==> src/rtl/tft_timing_pkg.sv <==
// Package: field widths, register addresses and the decoded timing set
// shared by the timing generator modules.
package tft_timing_pkg;
    localparam int CNT_W  = 10;  // position counter / line field width
    localparam int SW_W   = 6;   // sync width field
    localparam int DIV_IW = 12;  // divider integer part
    localparam int FRAC_W = 4;   // divider fraction
    localparam int HI_W   = 10;  // pixel clock high time field

    localparam logic [2:0] ADDR_HOR  = 3'd0;
    localparam logic [2:0] ADDR_VER  = 3'd1;
    localparam logic [2:0] ADDR_POS  = 3'd2;
    localparam logic [2:0] ADDR_SIZE = 3'd3;
    localparam logic [2:0] ADDR_CLK  = 3'd4;
    localparam logic [2:0] ADDR_CTRL = 3'd5;

    typedef struct packed {
        logic [SW_W-1:0]   hsw_m1;
        logic [CNT_W-1:0]  htot_m1;
        logic [SW_W-1:0]   vsw_m1;
        logic [CNT_W-1:0]  vtot_m1;
        logic [CNT_W-1:0]  hstart;
        logic [CNT_W-1:0]  vstart;
        logic [CNT_W-1:0]  width;
        logic [CNT_W-1:0]  height;
        logic [DIV_IW-1:0] div_int;
        logic [FRAC_W-1:0] div_frac;
        logic [HI_W-1:0]   high_m1;
    } tim_cfg_t;
endpackage

==> src/rtl/tft_cfg_regs.sv <==
// Configuration store. Holds a shadow timing set written by the port and an
// active set that the generator uses. Assumes the active set may only change
// while disabled or on the frame-wrap pulse from the scan counters.
module tft_cfg_regs
    import tft_timing_pkg::*;
(
    input  logic        clk,
    input  logic        rst_n,
    input  logic        wr_en,
    input  logic [2:0]  addr,
    input  logic [31:0] wdata,
    input  logic        frame_wrap,
    output tim_cfg_t    act,
    output logic        en_q
);
    tim_cfg_t shadow;

    // Shadow set: decode writes into fields.
    always_ff @(posedge clk) begin
        if (!rst_n) begin
            shadow <= '0;
        end else if (wr_en) begin
            case (addr)
                ADDR_HOR: begin
                    shadow.hsw_m1  <= wdata[31:26];
                    shadow.htot_m1 <= wdata[16 +: CNT_W];
                end
                ADDR_VER: begin
                    shadow.vsw_m1  <= wdata[31:26];
                    shadow.vtot_m1 <= wdata[16 +: CNT_W];
                end
                ADDR_POS: begin
                    shadow.hstart <= wdata[16 +: CNT_W];
                    shadow.vstart <= wdata[0 +: CNT_W];
                end
                ADDR_SIZE: begin
                    shadow.width  <= wdata[16 +: CNT_W];
                    shadow.height <= wdata[0 +: CNT_W];
                end
                ADDR_CLK: begin
                    shadow.div_frac <= wdata[0 +: FRAC_W];
                    shadow.div_int  <= wdata[FRAC_W +: DIV_IW];
                    shadow.high_m1  <= wdata[22 +: HI_W];
                end
                default: ;
            endcase
        end
    end

    // Enable bit: takes effect immediately, not frame-aligned.
    always_ff @(posedge clk) begin
        if (!rst_n)
            en_q <= 1'b0;
        else if (wr_en && addr == ADDR_CTRL)
            en_q <= wdata[0];
    end

    // Active set: follows shadow while idle, else only at frame wrap.
    always_ff @(posedge clk) begin
        if (!rst_n)
            act <= '0;
        else if (!en_q || frame_wrap)
            act <= shadow;
    end
endmodule

==> src/rtl/tft_frac_div.sv <==
// Fractional pixel clock divider. Each period lasts div_int fast cycles plus
// one extra when the 4-bit fraction accumulator carries. Assumes div_int >= 2
// when enabled; the clock is high for high_m1+1 cycles at the start of each period.
module tft_frac_div
    import tft_timing_pkg::*;
(
    input  logic              clk,
    input  logic              rst_n,
    input  logic              en,
    input  logic [DIV_IW-1:0] div_int,
    input  logic [FRAC_W-1:0] div_frac,
    input  logic [HI_W-1:0]   high_m1,
    output logic              pix_tick,
    output logic              pclk_raw
);
    localparam int LIM_W = DIV_IW + 1;

    logic [DIV_IW-1:0] cnt;
    logic [FRAC_W-1:0] acc;
    logic              carry;
    logic [LIM_W-1:0]  last_idx;
    logic [FRAC_W:0]   acc_sum;

    // Index of the final cycle of the current period.
    always_comb begin
        last_idx = {1'b0, div_int} + LIM_W'(carry) - LIM_W'(1);
        acc_sum  = {1'b0, acc} + {1'b0, div_frac};
    end

    assign pix_tick = en && ({1'b0, cnt} == last_idx);
    assign pclk_raw = en && (cnt <= DIV_IW'(high_m1));

    // Period counter and fraction accumulator.
    always_ff @(posedge clk) begin
        if (!rst_n || !en) begin
            cnt   <= '0;
            acc   <= '0;
            carry <= 1'b0;
        end else if (pix_tick) begin
            cnt   <= '0;
            acc   <= acc_sum[FRAC_W-1:0];
            carry <= acc_sum[FRAC_W];
        end else begin
            cnt <= cnt + DIV_IW'(1);
        end
    end
endmodule

==> src/rtl/tft_scan_counter.sv <==
// Horizontal/vertical position counters and strobe decode. Advances one
// position per pixel tick; assumes the active window fits inside the totals.
module tft_scan_counter
    import tft_timing_pkg::*;
(
    input  logic             clk,
    input  logic             rst_n,
    input  logic             en,
    input  logic             pix_tick,
    input  tim_cfg_t         act,
    output logic [CNT_W-1:0] h_cnt,
    output logic [CNT_W-1:0] v_cnt,
    output logic             frame_wrap,
    output logic             hs_raw,
    output logic             vs_raw,
    output logic             de_raw,
    output logic [CNT_W-1:0] x_pos,
    output logic [CNT_W-1:0] y_pos
);
    logic           h_last;
    logic           v_last;
    logic           in_h;
    logic           in_v;
    logic [CNT_W:0] h_end;
    logic [CNT_W:0] v_end;

    // End-of-line / end-of-frame detection.
    always_comb begin
        h_last     = (h_cnt == act.htot_m1);
        v_last     = (v_cnt == act.vtot_m1);
        frame_wrap = pix_tick && h_last && v_last;
    end

    // Position counters.
    always_ff @(posedge clk) begin
        if (!rst_n || !en) begin
            h_cnt <= '0;
            v_cnt <= '0;
        end else if (pix_tick) begin
            if (h_last) begin
                h_cnt <= '0;
                v_cnt <= v_last ? '0 : v_cnt + CNT_W'(1);
            end else begin
                h_cnt <= h_cnt + CNT_W'(1);
            end
        end
    end

    // Strobe and window decode.
    always_comb begin
        h_end  = {1'b0, act.hstart} + {1'b0, act.width};
        v_end  = {1'b0, act.vstart} + {1'b0, act.height};
        in_h   = (h_cnt >= act.hstart) && ({1'b0, h_cnt} < h_end);
        in_v   = (v_cnt >= act.vstart) && ({1'b0, v_cnt} < v_end);
        hs_raw = en && (h_cnt <= CNT_W'(act.hsw_m1));
        vs_raw = en && (v_cnt <= CNT_W'(act.vsw_m1));
        de_raw = en && in_h && in_v;
        x_pos  = de_raw ? h_cnt - act.hstart : '0;
        y_pos  = de_raw ? v_cnt - act.vstart : '0;
    end
endmodule

==> src/rtl/tft_timing_gen.sv <==
// Top: programmable TFT timing generator. Ties configuration store, pixel
// clock divider and scan counters together and applies output polarity.
module tft_timing_gen
    import tft_timing_pkg::*;
(
    input  logic             clk,
    input  logic             rst_n,
    input  logic             cfg_wr_en,
    input  logic [2:0]       cfg_addr,
    input  logic [31:0]      cfg_wdata,
    input  logic [3:0]       pol_mask,
    output logic             hsync_o,
    output logic             vsync_o,
    output logic             de_o,
    output logic             pclk_o,
    output logic [CNT_W-1:0] x_o,
    output logic [CNT_W-1:0] y_o
);
    localparam int N_STROBE = 4;

    tim_cfg_t         act;
    logic             en_q;
    logic             pix_tick;
    logic             pclk_raw;
    logic             frame_wrap;
    logic             hs_raw;
    logic             vs_raw;
    logic             de_raw;
    logic [CNT_W-1:0] h_cnt;
    logic [CNT_W-1:0] v_cnt;
    logic [N_STROBE-1:0] raw_v;
    logic [N_STROBE-1:0] out_v;

    tft_cfg_regs u_cfg (
        .clk        (clk),
        .rst_n      (rst_n),
        .wr_en      (cfg_wr_en),
        .addr       (cfg_addr),
        .wdata      (cfg_wdata),
        .frame_wrap (frame_wrap),
        .act        (act),
        .en_q       (en_q)
    );

    tft_frac_div u_div (
        .clk      (clk),
        .rst_n    (rst_n),
        .en       (en_q),
        .div_int  (act.div_int),
        .div_frac (act.div_frac),
        .high_m1  (act.high_m1),
        .pix_tick (pix_tick),
        .pclk_raw (pclk_raw)
    );

    tft_scan_counter u_scan (
        .clk        (clk),
        .rst_n      (rst_n),
        .en         (en_q),
        .pix_tick   (pix_tick),
        .act        (act),
        .h_cnt      (h_cnt),
        .v_cnt      (v_cnt),
        .frame_wrap (frame_wrap),
        .hs_raw     (hs_raw),
        .vs_raw     (vs_raw),
        .de_raw     (de_raw),
        .x_pos      (x_o),
        .y_pos      (y_o)
    );

    assign raw_v = {vs_raw, hs_raw, de_raw, pclk_raw};

    // Per-strobe polarity inversion.
    for (genvar i = 0; i < N_STROBE; i++) begin : g_pol
        assign out_v[i] = raw_v[i] ^ pol_mask[i];
    end

    assign vsync_o = out_v[3];
    assign hsync_o = out_v[2];
    assign de_o    = out_v[1];
    assign pclk_o  = out_v[0];
endmodule

==> config.mk <==
export PLATFORM = sky130hd
export DESIGN_NAME = tft_timing_gen
export DESIGN_NICKNAME = d
export VERILOG_FILES = /design/src/rtl/tft_timing_pkg.sv /design/src/rtl/tft_cfg_regs.sv /design/src/rtl/tft_frac_div.sv /design/src/rtl/tft_scan_counter.sv /design/src/rtl/tft_timing_gen.sv
export SDC_FILE = /design/constraint.sdc
export NUM_CORES = 1
export LEC_CHECK = 0
export BUFFER_PORTS_ARGS = -buffer_cell sky130_fd_sc_hd__buf_4
export CORE_AREA = 2 2 157 159
export DETAILED_ROUTE_END_ITERATION = 8
export DIE_AREA = 0 0 159 161
export MAX_ROUTING_LAYER = met4
export PLACE_DENSITY = 0.78
export SKIP_CTS_REPAIR_TIMING = 1
export SLEW_MARGIN = 20
export SYNTH_ARGS = -nofsm -noshare
export SYNTH_HDL_FRONTEND = slang
export SYNTH_HIERARCHICAL = 1
export SYNTH_SLANG_ARGS = --single-unit
==> constraint.sdc <==
create_clock -name clk -period 4 [get_ports clk]
set_input_delay 0.8 -clock clk [delete_from_list [all_inputs] [get_ports clk]]
set_output_delay 0.8 -clock clk [all_outputs]
set_load 0.1 [all_outputs]
==> impl_metrics.yaml <==
layout:
  final_area_um2: 15000
  utilization_pct: 62.5
  fillers: 2018
  multi_input_area_um2: 7390
  diodes: 0
  synthToLayoutAreaGrowth_pct: 22.2
  drive_gt1_share_pct: 15.9
  register_area_um2: 4690
  nNetsFinal: 1702
  fin_cells: 1902
grt:
  overflow: 0
  grt_use_total_pct: 23.0
  grt_pass1_wl_mm: 48.5
  grt_max_degree: 97
  grt_pass1_vias: 10100
  antenna_found_initial: 0
synth:
  synth_ff_type: "dfxtp_1"
  synth-seq-cells: 234
  syn_area_per_cell_um2: 8.30
  synth_area_um2: 12200
  synth_edf_count: 0
  synthArstFlopShare_pct: 0
  synth_seq_area_share_pct: 38.2
  mappedNetlistNets: 1611
  netlist_instances: 1475
  yosysWarnings: 6
  yosysUniqueCellTypes: 72
timing:
  rsz0062_at_grt: "true"
  hold_viol_final: 0
  final.period_utilization_pct: 119
  fmax_ghz: 0.210
  skew_ps: 12.9
  period_minus_slack_ps: 4770
  worst_slew_pin_slew_ps: 1050
  setup_viol: 21
  slew_headroom_pct: 30.1
  tns_ps: -13800
  finalMaxSlewViolations: 0
  fin_ws_ps: -770
place:
  gp_congestion: 0.927
  port_buffers: 65
  dp_hpwl_mm: 21.1
  dp_cells: 1850
  placed_area_um2: 13600
  dp_slack_ps: -380
clock_tree:
  h-tree-depth: 1
  clock_path_buffers: 3
  clkTransAtPathRegs_ps: 60
  clock_latency_ps: 510
  cts_tree: "yes"
  cts_sinks: 234
  cts_root_buffer: "clkbuf_16"
  numCtsBuffers: 24
floorplanning:
  num_rows: 57
  die_w_um: 159
  die_h_um: 161
  core-area_um2: 24000
  ioPinCount: 66
  die_area_um2: 25600
  start_util_pct: 51.1
flow_run:
  cap_violations: 0
pwr:
  peakVddDrop_mv: 0.300
  p_leak_nw: 5.66
  powerDensity_nw_per_um2: 336
hold_path:
  hold_class: "reg2reg"
worst_setup_path:
  critPathBufInv: 3
  path_delay_family: "compound AO/OA/AOI/OAI gates"
  max_stage_delay_ps: 390
  crit_type: "reg2out"
  slowest_stage: "fa_2"
  crit_path_cell_trace: "ha_4 -> fa_2 -> a211oi_2 -> o21bai_1 -> a21oi_1 -> xor2_1 -> ha_1 -> a21oi_2 -> o21a_1 -> o21ai_1 -> a221oi_2 -> buf_4 -> o32ai_4 -> nor2b_1 -> buf_4 -> xor2_4 -> buf_12"
  start_kind: "flop"
  crit_top_cell: "buf_4"
  critPathArrivalTime_ps: 3970
  cp.required_ps: 3200
  end_kind: "output port"
  crit_path_max_fanout: 7
detailed_routing:
  dr.pass1.iters: 7
  viasPerCell: 5.71
  wirelength_mm: 30.5
  ant_nets: 0
  wl_per_cell_um: 16.1
  remaining_drc_errors: 0
  dr_total_vias: 10900
  drt-initial-drc-count: 921
status:
  status: "complete, but fails checks"
  violations: "negative setup slack"
-- registers in the layout (all words and copies together) (netlist names) --
name	flops
u_cfg/act	98
u_cfg/en_q	1
u_cfg/shadow	98
u_div/acc	4
u_div/carry	1
u_div/cnt	12
u_scan/h_cnt	10
u_scan/v_cnt	10
-- path summary, 6_finish.rpt --
check,start,to,slack (ps),depth (start not counted)
setup / recovery,u_cfg/act[36],de_o,-770,17
hold / removal,u_cfg/shadow[88],u_cfg/shadow[88],460,2
setup reg to reg,u_cfg/act[14],u_cfg/act[67],110,17
hold reg to reg,u_cfg/shadow[88],u_cfg/shadow[88],460,2
-- layout by cell type, fill, tap and decap left out, drive strengths merged, types with 8 or more instances in the layout --
cell type    n
nand4       21
a31oi        9
a211oi       9
nor2b        8
dfxtp      234
xor2        43
ha          89
clkbuf      35
nor3        22
and3        11
o21ai      126
nand2b       9
nor3b        9
a21boi      99
o21a        16
a21oi       36
nand2      264
a21o        11
inv         59
nor4         9
xnor2       46
buf        143
or3          9
nor2        50
nand3      125
-- cell type report --
| class | count | share of cell area, % |
|---|---|---|
| Clock buffer | 33 | 4.58 |
| Multi-Input combinational cell | 1102 | 49.4 |
| Clock inverter | 5 | 0.669 |
| Timing Repair Buffer | 145 | 9.86 |
| Sequential cell | 234 | 31.4 |
| Tap cell | 324 | 2.71 |
| Inverter | 59 | 1.48 |
-- report_power, final --
group | internal, W | switching [W] | leakage, nW
sequential | 0.00236 | 0.0000214 | 1.89
clock | 0.00138 | 0.000885 | 0.386
combinational | 0.000155 | 0.000223 | 3.38
-- synthesized netlist by cell type (all sizes together) (3+ instances only) --
master | instances | area share, %
nor2 | 50 | 1.5
nor3b | 9 | 0.55
a211oi | 9 | 0.59
or4b | 4 | 0.36
nand2b | 9 | 0.46
or3 | 9 | 0.50
nor3 | 22 | 0.98
dfxtp | 234 | 38
a2111oi | 3 | 0.27
fa | 5 | 0.82
a21o | 11 | 0.67
or2 | 4 | 0.20
nand2 | 264 | 8.1
o2111ai | 6 | 0.48
o21ai | 126 | 5.1
inv | 59 | 1.8
o21bai | 3 | 0.18
nand4 | 21 | 1.1
buf | 23 | 1.1
nor4 | 9 | 0.58
clkbuf | 58 | 1.8
a31oi | 9 | 0.46
or4 | 5 | 0.31
nand4bb | 3 | 0.28
ha | 89 | 9.1
xnor2 | 46 | 3.3
o31ai | 4 | 0.25
o41ai | 5 | 0.36
o22a | 3 | 0.21
a21boi | 99 | 6.1
and4 | 3 | 0.21
nor2b | 8 | 0.41
and3b | 3 | 0.21
xor2 | 43 | 3.1
a21oi | 36 | 1.5
and3 | 11 | 0.56
o21a | 16 | 0.98
nand3 | 125 | 5.1
-- cells by family after synthesis --
kind of cell | share of synthesized area [%]
flops | 38.2
fa+ha+maj | 9.91
mux | 0.0817
buf+inv | 4.65
simple gates | 22.1
xor+xnor | 6.36
compound gates | 18.7
-- per-layer routing --
layer / track usage (%) / wire (µm) / vias up
li1: - / - / 5337
met1: 31.0 / 14100 / 5144
met2: 36.8 / 14100 / 323
met3: 2.21 / 1500 / 64
met4: 7.15 / 797 / 0
met5: - / 0 / -
-- tightest hold or removal path, delay by kind of cell (launching register included) --
family	cells	cell delay, ps
AOI/OAI and AO/OA	1	50
DFF	1	310
and+or+nand+nor	1	60
-- stage by stage --
stage / hold slack [ps] / power, W
finish: 461 / 0.00503
global route: 474 / 0.00517
CTS: 462 / 0.00503
detailed placement: 452 / 0.00279
global placement: 448 / 0.00278
floorplan: 436 / 0.00267
No activity file was read; power rests on OpenSTA's default activity.
